### src/rtl/aflt_pkg.sv
package aflt_pkg;
  localparam int unsigned INSN_W = 32;
  localparam int unsigned STAT_W = 32;
  localparam int unsigned OP_W   = 6;
  localparam int unsigned XO_W   = 10;
  localparam int unsigned REG_W  = 5;

  localparam logic [OP_W-1:0] OP_XFORM   = 6'd31;
  localparam logic [OP_W-1:0] OP_LDMULTI = 6'd46;
  localparam logic [XO_W-1:0] XO_BLKZERO = 10'd1014;
  localparam logic [XO_W-1:0] XO_LSTR_X  = 10'd533;
  localparam logic [XO_W-1:0] XO_LSTR_I  = 10'd597;

  typedef enum logic [1:0] {
    FORM_NONE = 2'd0,
    FORM_IMM  = 2'd1,
    FORM_IDX  = 2'd2
  } aflt_form_e;

  function automatic logic is_imm_op(input logic [OP_W-1:0] op);
    return (op == 6'd32) || (op == 6'd33) || (op == 6'd36) || (op == 6'd37) ||
           ((op >= 6'd40) && (op <= 6'd55));
  endfunction

  function automatic logic is_idx_xo(input logic [XO_W-1:0] xo);
    logic hit;
    case (xo)
      10'd20, 10'd23, 10'd55, 10'd150, 10'd151, 10'd183, 10'd279, 10'd310,
      10'd311, 10'd341, 10'd343, 10'd373, 10'd375, 10'd407, 10'd438, 10'd439,
      10'd533, 10'd534, 10'd535, 10'd567, 10'd597, 10'd599, 10'd631, 10'd661,
      10'd662, 10'd663, 10'd695, 10'd725, 10'd727, 10'd759, 10'd790, 10'd918:
        hit = 1'b1;
      default: hit = 1'b0;
    endcase
    return hit;
  endfunction
endpackage

### src/rtl/aflt_classify.sv
module aflt_classify
  import aflt_pkg::*;
(
  input  logic [OP_W-1:0]  op_i,
  input  logic [REG_W-1:0] rt_i,
  input  logic [XO_W:0]    xo_rc_i,
  output aflt_form_e       form_o,
  output logic             keep_ra_o
);
  logic [XO_W-1:0] xo;
  logic            rc;
  logic            is_x;
  logic            blkzero;

  assign xo      = xo_rc_i[XO_W:1];
  assign rc      = xo_rc_i[0];
  assign is_x    = (op_i == OP_XFORM) && !rc;
  assign blkzero = is_x && (xo == XO_BLKZERO) && (rt_i == '0);

  always_comb begin
    form_o = FORM_NONE;
    if (is_imm_op(op_i)) begin
      form_o = FORM_IMM;
    end else if ((is_x && is_idx_xo(xo)) || blkzero) begin
      form_o = FORM_IDX;
    end
  end

  always_comb begin
    keep_ra_o = 1'b1;
    if ((form_o == FORM_IMM) && (op_i == OP_LDMULTI)) begin
      keep_ra_o = 1'b0;
    end else if ((form_o == FORM_IDX) && ((xo == XO_LSTR_X) || (xo == XO_LSTR_I))) begin
      keep_ra_o = 1'b0;
    end
  end
endmodule

### src/rtl/aflt_status_build.sv
module aflt_status_build
  import aflt_pkg::*;
(
  input  aflt_form_e        form_i,
  input  logic              keep_ra_i,
  input  logic [14:0]       hi_i,
  input  logic [XO_W-1:0]   lo_i,
  output logic [STAT_W-1:0] status_o
);
  always_comb begin
    status_o = '0;
    case (form_i)
      FORM_IMM: begin
        status_o[14]    = hi_i[10];
        status_o[13:10] = hi_i[14:11];
      end
      FORM_IDX: begin
        status_o[16:15] = lo_i[1:0];
        status_o[14]    = lo_i[5];
        status_o[13:10] = lo_i[9:6];
      end
      default: status_o[16:10] = '0;
    endcase
    status_o[9:5] = hi_i[9:5];
    status_o[4:0] = keep_ra_i ? hi_i[4:0] : 5'd0;
  end
endmodule

### src/rtl/aflt_encoder.sv
module aflt_encoder
  import aflt_pkg::*;
#(
  parameter int unsigned ADDR_W = 32
) (
  input  logic              clk,
  input  logic              rst_n,
  input  logic              fault_i,
  input  logic [INSN_W-1:0] insn_i,
  input  logic [ADDR_W-1:0] ea_i,
  input  logic              diag_clr_i,
  output logic [STAT_W-1:0] status_o,
  output logic [ADDR_W-1:0] addr_o,
  output logic              exc_req_o,
  output logic              unexp_o
);
  aflt_form_e        form;
  logic              keep_ra;
  logic [STAT_W-1:0] status_nx;
  logic [STAT_W-1:0] status_q;
  logic [ADDR_W-1:0] addr_q;
  logic              req_q;
  logic              unexp_q;
  logic              unexp_nx;
  logic              cap_en;

  aflt_classify u_classify (
    .op_i      (insn_i[31:26]),
    .rt_i      (insn_i[25:21]),
    .xo_rc_i   (insn_i[10:0]),
    .form_o    (form),
    .keep_ra_o (keep_ra)
  );

  aflt_status_build u_build (
    .form_i    (form),
    .keep_ra_i (keep_ra),
    .hi_i      (insn_i[30:16]),
    .lo_i      (insn_i[10:1]),
    .status_o  (status_nx)
  );

  assign cap_en = fault_i;

  always_comb begin
    unexp_nx = unexp_q;
    if (diag_clr_i) unexp_nx = 1'b0;
    if (fault_i && (form == FORM_NONE)) unexp_nx = 1'b1;
  end

  always_ff @(posedge clk or negedge rst_n) begin
    if (!rst_n) begin
      status_q <= '0;
      addr_q   <= '0;
    end else if (cap_en) begin
      status_q <= status_nx;
      addr_q   <= ea_i;
    end
  end

  always_ff @(posedge clk or negedge rst_n) begin
    if (!rst_n) begin
      req_q   <= 1'b0;
      unexp_q <= 1'b0;
    end else begin
      req_q   <= fault_i;
      unexp_q <= unexp_nx;
    end
  end

  assign status_o  = status_q;
  assign addr_o    = addr_q;
  assign exc_req_o = req_q;
  assign unexp_o   = unexp_q;

  p_addr_load_r7: assert property (@(posedge clk) disable iff (!rst_n)
    fault_i |=> (addr_o == $past(ea_i)));

  p_hold_r8: assert property (@(posedge clk) disable iff (!rst_n)
    !fault_i |=> ($stable(status_o) && $stable(addr_o)));

  p_req_on_r9: assert property (@(posedge clk) disable iff (!rst_n)
    fault_i |=> exc_req_o);

  p_req_off_r9: assert property (@(posedge clk) disable iff (!rst_n)
    !fault_i |=> !exc_req_o);

  p_rt_field_r5: assert property (@(posedge clk) disable iff (!rst_n)
    fault_i |=> (status_o[9:5] == $past(insn_i[25:21])));

  p_unexp_zero_r4: assert property (@(posedge clk) disable iff (!rst_n)
    (fault_i && (form == FORM_NONE)) |=> (status_o[16:10] == '0) && unexp_o);

  p_high_zero_r4: assert property (@(posedge clk) disable iff (!rst_n)
    status_o[31:17] == '0);

  p_sticky_r10: assert property (@(posedge clk) disable iff (!rst_n)
    (unexp_o && !diag_clr_i) |=> unexp_o);

  p_clear_r10: assert property (@(posedge clk) disable iff (!rst_n)
    (diag_clr_i && !fault_i) |=> !unexp_o);
endmodule

### config.mk
export PLATFORM = sky130hd
export DESIGN_NAME = aflt_encoder
export DESIGN_NICKNAME = d
export VERILOG_FILES = /design/src/rtl/aflt_pkg.sv /design/src/rtl/aflt_classify.sv /design/src/rtl/aflt_status_build.sv /design/src/rtl/aflt_encoder.sv
export SDC_FILE = /design/constraint.sdc
export NUM_CORES = 1
export LEC_CHECK = 0
export BUFFER_PORTS_ARGS = -buffer_cell sky130_fd_sc_hd__clkbuf_2
export CAP_MARGIN = 15
export CORE_ASPECT_RATIO = 0.5
export CORE_UTILIZATION = 52
export CTS_CLUSTER_SIZE = 16
export DETAILED_ROUTE_END_ITERATION = 7
export PLACE_DENSITY = 0.92
export SLEW_MARGIN = 5
export SYNTH_ARGS = -nofsm -noshare
export SYNTH_HDL_FRONTEND = slang
export SYNTH_HIERARCHICAL = 1
export SYNTH_SLANG_ARGS = --single-unit
### constraint.sdc
create_clock -name clk -period 1.7 [get_ports clk]
set_input_delay 0 -clock clk [delete_from_list [all_inputs] [get_ports clk]]
set_output_delay 0 -clock clk [all_outputs]
set_load 0.03 [all_outputs]
==> results.yml, run 1 <==
worst_setup_path:
  cp_slowest_cell: "a311o_2"
  worst-path-buf-inv: 2
  worstPathRequired_ns: 1.96
  startpoint_type: "primary input"
  cp_top_family: "compound AO/OA/AOI/OAI gates"
  crit_path_end_kind: "register"
  crit_path_max_incr_delay_ns: 0.40
  crit_chain: "clkbuf_2, nor3_1, nand2_1, a311o_2, a31oi_2, buf_4, ha_1, a22oi_1, nor2_1, mux2_4"
  crit_type: "in2reg"
  path_max_fanout: 9
  crit_arrival_ns: 1.84
timing:
  period_needed_ns: 1.577
  timing.fmax_mhz: 634.2
  finalClockSkew_ns: 0
  final_max_slew_viol_count: 0
  finalHoldViolCount: 0
  setup_viol_count_final: 0
  finalCritPeriodShare_pct: 92.75
  rsz0062_at_grt: "no"
  finalSetupTns_ns: 0
floorplanning:
  dieArea_um2: 6460
  initial_core_util_pct: 56.04
  die_height_um: 57.34
  pin_count: 134
  fp-row-count: 19
  die_w_um: 112.7
  coreArea_um2: 5682
clock_network:
  post_cts_buffers: 0
  clkLatencyLatePin_ns: 0.32
  clock-sinks: 66
  numCtsBuffers: 9
  cts_max_level: 3
  root_buffer: "clkbuf_16"
  cts_tree: "yes"
  clkTransAtPathRegs_ns: 0.05
  cts_buffer_depth: 2
yosys:
  synth-xor-area-share_pct: 0
  async_flop_share_pct: 100.0
  synthFlopType: "dfrtp_1"
  synthAdderAreaFrac_pct: 0.7859
  syn_avg_cell_area_um2: 14.74
  synth-compound-area-share_pct: 4.637
  synth_seq_cells: 66
  yosysSeqAreaShare_pct: 51.87
  synth_cell_type_count: 34
  synth_edf_count: 0
  synth_top_family_by_area: "multiplexers"
  synth_warnings: 6
  netlist_area_um2: 3184
  synthSimpleGateAreaFrac_pct: 6.719
  synth.area.mux_share_pct: 28.41
  syn_inst: 216
placement:
  gp_congestion: 0.8234
  io_buffers: 128
  hpwl_mm: 5.169
job:
  cap_violations: 0
detailed_routing:
  final_antenna_net_count: 0
  drt-initial-drc-count: 88
  routedWlPerCell_um: 16.96
  routed_wl_mm: 8.142
  dr_total_vias: 2385
  drt-pass1-iter-count: 4
  viasPerCell: 4.969
  drcViolationCount: 0
final_layout:
  final_util_pct: 81.39
  antenna_cells: 0
  area_growth_syn_to_layout_pct: 45.23
  nets: 472
  drive_gt1_share_pct: 58.48
power:
  irDropWorstVdd_v: 0.0006992
  finalPower_w: 0.004498
  power.density_nw_per_um2: 972.7
  p_leak_nw: 2.372
min_path:
  hp-class: "in2reg"
global_route:
  grt-ovfl-total: 0
  gr-usage-all-layers_pct: 27.01
  antenna_found_initial: 0
  grt_max_degree: 33
  grt_pass1_wl_mm: 12.93
  grt_pass1_vias: 2623
status:
  outcome: "finished, final reports clean"
-- final timing paths --
| path | from | to | slack (ns) | cells past startpoint |
|---|---|---|---|---|
| worst max register to register | status_o[22] | status_o[22] | 0.90 | 1 |
| worst max-delay path | insn_i[6] | status_o[12] | 0.12 | 10 |
| min in group asynchronous | rst_n | status_o[25] | 0.18 | 2 |
| worst min-delay path | insn_i[20] | status_o[4] | 0.04 | 3 |
| max in group asynchronous | rst_n | status_o[13] | 0.90 | 3 |
| worst min register to register | addr_o[4] | addr_o[4] | 0.51 | 1 |
-- through the flow --
step	cells	worst slack [ns]	hold slack [ns]	instance area, um^2
final	480	0.1233	0.03932	4624
after floorplan	230	0.009651	-0.2956	3243
after CTS	480	0.08904	0.01312	4606
after global routing	480	0.01564	0.04280	4624
after detailed placement	425	-0.2573	-0.02666	3950
after global placement	425	-0.1818	-0.04734	3950
-- where the power goes --
part / leakage [nW] / internal [W] / switching, W
combinational: 1.45 / 0.000460 / 0.000576
sequential: 0.787 / 0.00172 / 0.0000900
clock: 0.133 / 0.00102 / 0.000635
total: 2.37 / 0.00320 / 0.00130
-- layout make-up --
| cell class | count | area [um^2] |
|---|---|---|
| Inverter | 4 | 15.01 |
| Multi-Input combinational cell | 133 | 1373 |
| Clock buffer | 13 | 250.2 |
| Tap cell | 73 | 91.34 |
| Fill cell | 307 | 1057 |
| Sequential cell | 66 | 1652 |
| Clock inverter | 3 | 15.01 |
| Timing Repair Buffer | 188 | 1229 |
-- flip-flops by register name, indices dropped and copies added (netlist names) --
register	flops
addr_o	32
unexp_o	1
exc_req_o	1
status_o	32
-- cell families (layout without fill, tap and decap cells) --
family | count (synthesis) | after routing
mux | 64 | 64
other cells | 1 | 15
buf+inv | 31 | 208
fa+ha+maj | 2 | 2
compound gates | 18 | 18
simple gates | 34 | 34
flops | 66 | 66
-- worst min-delay path, stage by stage --
cell,delay (ns)
clkbuf_2,0.08
and2_1,0.12
mux2_4,0.13
-- cells in the mapped netlist (all sizes together), types with 2 or more instances --
cell | number | area, um^2
o21bai | 2 | 15.01
nor3b | 2 | 25.02
mux2 | 64 | 904.6
o21ai | 2 | 10.01
nand4b | 3 | 26.28
nor2 | 7 | 26.28
nor2b | 4 | 25.02
dfrtp | 66 | 1652
nand4 | 2 | 12.51
a22oi | 5 | 37.54
ha | 2 | 25.02
inv | 4 | 15.01
buf | 27 | 222.7
and2 | 7 | 46.29
nor3 | 2 | 10.01
nand2b | 2 | 12.51
nand2 | 3 | 11.26
-- cell usage in the layout (no fill, tap or decap), drive strengths merged, types with 2 or more instances in the layout --
master,count
buf,22
dfrtp,66
nand2,3
clkinv,3
nor3,2
nand2b,2
mux2,64
nor3b,2
a22oi,5
nor2,7
ha,2
nand4b,3
o21bai,2
inv,4
clkbuf,140
conb,15
o21ai,2
nand4,2
and2,7
nor2b,4
dlygate4sd3,39
-- layer usage --
metal  global-route usage [%]  wire, um  up-vias
met1                    30.80      3139     1182
li1                         -         -     1098
met3                    6.695       393       16
met2                    49.38      4438       89
met4                    11.81       170        0
met5                        0         0        -
-- repair_timing --
item / in CTS / in global routing
endpoints found under the hold margin: 54 / 0
setup endpoints to repair: 0 / 5
resized for setup: 0 / 5
hold buffers: 39 / 0
(Power assumes the default switching activity.)
==> run 2, diff against run 1 <==
--- a/config.mk
+++ b/config.mk
@@ -8,12 +8,11 @@
 export BUFFER_PORTS_ARGS = -buffer_cell sky130_fd_sc_hd__clkbuf_2
 export CAP_MARGIN = 15
 export CORE_ASPECT_RATIO = 0.5
-export CORE_UTILIZATION = 52
+export CORE_UTILIZATION = 47
 export CTS_CLUSTER_SIZE = 16
 export DETAILED_ROUTE_END_ITERATION = 7
-export PLACE_DENSITY = 0.92
+export PLACE_DENSITY = 0.91
 export SLEW_MARGIN = 5
 export SYNTH_ARGS = -nofsm -noshare
 export SYNTH_HDL_FRONTEND = slang
-export SYNTH_HIERARCHICAL = 1
 export SYNTH_SLANG_ARGS = --single-unit
==> results.yml, run 2 <==
yosys:
  synth_edf_count: 0
  async_flop_share_pct: 100.0
  synthFlopType: "dfrtp_1"
  synth_commonest_cells: "dfrtp_1 (51), mux2_2 (37), buf_4 (15)"
  synth_warnings: 0
  synth_seq_cells: 51
  synth.most_common_cell: "dfrtp_1"
  yosysSeqAreaShare_pct: 54.93
  syn_avg_cell_area_um2: 12.49
  synthTopCellsByArea: "dfrtp_1 (55%), mux2_2 (18%), buf_4 (4.8%), a22o_1 (1.9%), nand2_1 (1.8%)"
  yosys.area.top_type: "dfrtp_1"
  syn_inst: 186
  netlist_area_um2: 2323
  synth_cell_type_count: 41
  synth_top_area_share_pct: 54.93
final_layout:
  final_cell_mix: "clkbuf_2 (113), dfrtp_1 (51), dlygate4sd3_1 (44)"
  antenna_cells: 0
  area_growth_syn_to_layout_pct: 48.95
  drive_gt1_share_pct: 48.26
  largest_reg_flops: 32
  nets: 411
  final_common_cell: "clkbuf_2"
  finish.instance_area_um2: 3461
floorplanning:
  dieArea_um2: 5246
  pin_count: 134
  die_w_um: 101.4
  die_height_um: 51.72
  fp-row-count: 17
  initial_core_util_pct: 50.81
  coreArea_um2: 4573
detailed_routing:
  routed_wl_mm: 7.291
  drcViolationCount: 0
  drt-initial-drc-count: 114
  routedWlPerCell_um: 17.78
  final_antenna_net_count: 0
  viasPerCell: 5.366
  dr_total_vias: 2200
  drt-pass1-iter-count: 4
placement:
  io_buffers: 113
  gp_congestion: 0.7703
  dpl_cell_area_um2: 2897
  hpwl_mm: 4.175
status:
  outcome: "finished, final reports clean"
timing:
  finalHoldViolCount: 0
  finalCritPeriodShare_pct: 91.39
  finalClockSkew_ns: 0
  timing.fmax_mhz: 643.6
  final_max_slew_viol_count: 0
  period_needed_ns: 1.554
  rsz0062_at_grt: "no"
  finalSetupTns_ns: 0
  tightest_slew_ns: 0.7281
  slew_headroom_pct: 51.01
  setup_viol_count_final: 0
global_route:
  grt_pass1_vias: 2289
  grt_max_degree: 52
  grt_pass1_wl_mm: 10.98
  antenna_found_initial: 0
  gr-usage-all-layers_pct: 28.37
  grt-ovfl-total: 0
worst_setup_path:
  crit_arrival_ns: 1.75
  r2r_setup_slack_ns: 0.80
  path_max_fanout: 6
  reg2reg_depth: 3
  crit_path_end_kind: "register"
  startpoint_type: "primary input"
  worstPathRequired_ns: 1.90
  crit_type: "in2reg"
job:
  cap_violations: 0
clock_network:
  clkLatencyLatePin_ns: 0.30
  cts_tree: "yes"
  clkTransAtPathRegs_ns: 0.10
  clock-sinks: 51
  root_buffer: "clkbuf_8"
  numCtsBuffers: 5
  cts_max_level: 2
  cts_buffer_depth: 2
power:
  power.density_nw_per_um2: 893.1
  p_leak_nw: 1.695
  irDropWorstVdd_v: 0.0009196
min_path:
  min_path_cells: 3
  hp-class: "in2reg"
## run 2: cells by family (layout without fill, tap and decap cells)
logic type	count (synthesis)	after routing	share of synthesized area, %
multiplexers	37	37	17.93
AND/OR/NAND/NOR	37	37	9.478
buffers and inverters	30	174	7.970
AO/OA/AOI/OAI	29	29	9.155
other	1	15	0.1614
flip-flops	51	51	54.93
XOR/XNOR	1	1	0.3770
## run 2: worst max-delay path: stages
cell	delay [ns]
dlygate4sd3_1	0.55
clkbuf_2	0.12
nor4b_2	0.29
a31oi_1	0.15
o211ai_1	0.26
a21oi_2	0.12
a31o_1	0.27
## run 2: power breakdown
| part | internal, W | total (W) | switching (W) |
|---|---|---|---|
| clock | 0.000477 | 0.000883 | 0.000406 |
| combinational | 0.000308 | 0.000813 | 0.000505 |
| sequential | 0.00132 | 0.00139 | 0.0000716 |
## run 2: worst paths after layout
kind / end / from
worst min-delay path: status_o[13] / insn_i[10]
max in group asynchronous: addr_o[8] / rst_n
worst max-delay path: unexp_o / insn_i[22]
worst min register to register: addr_o[9] / addr_o[9]
worst max register to register: status_o[12] / status_o[12]
min in group asynchronous: addr_o[29] / rst_n
## run 2: layout make-up
cell class / count / area (um^2)
multi-input cells: 119 / 920.9
inverters: 6 / 22.52
clock buffers: 6 / 82.58
flip-flops and latches: 51 / 1276
clock inverters: 2 / 35.03
repair buffers: 160 / 1041
well taps: 66 / 82.58
fillers: 276 / 1112
## run 2: what timing repair did
item                                    4_1_cts  5_1_grt
hold buffers                                 44        0
endpoints found under the setup margin        0        2
resized for setup                             0        1
hold endpoints to repair                     94        0
buffers inserted                              0        0
## run 2: metal layers
metal	global-route usage, %	up-vias	wire, um
li1	-	946	-
met1	29.83	1075	2735
met2	53.51	144	3819
met3	5.914	35	411
met4	17.39	0	325
met5	0	-	0
## run 2: metrics by stage
step / utilization (%) / cells / power, W / hold slack (ns) / setup slack [ns]
global placement: 63.34 / 358 / 0.002082 / 0.1200 / 0.3068
CTS: 75.54 / 410 / 0.003047 / 0.002339 / 0.08899
detailed placement: 63.34 / 358 / 0.002112 / 0.1498 / 0.2602
global route: 75.68 / 410 / 0.003197 / 0.01438 / 0.09065
finish: 75.68 / 410 / 0.003091 / 0.01329 / 0.1463
floorplan: - / 200 / 0.001870 / -0.2956 / 0.4738
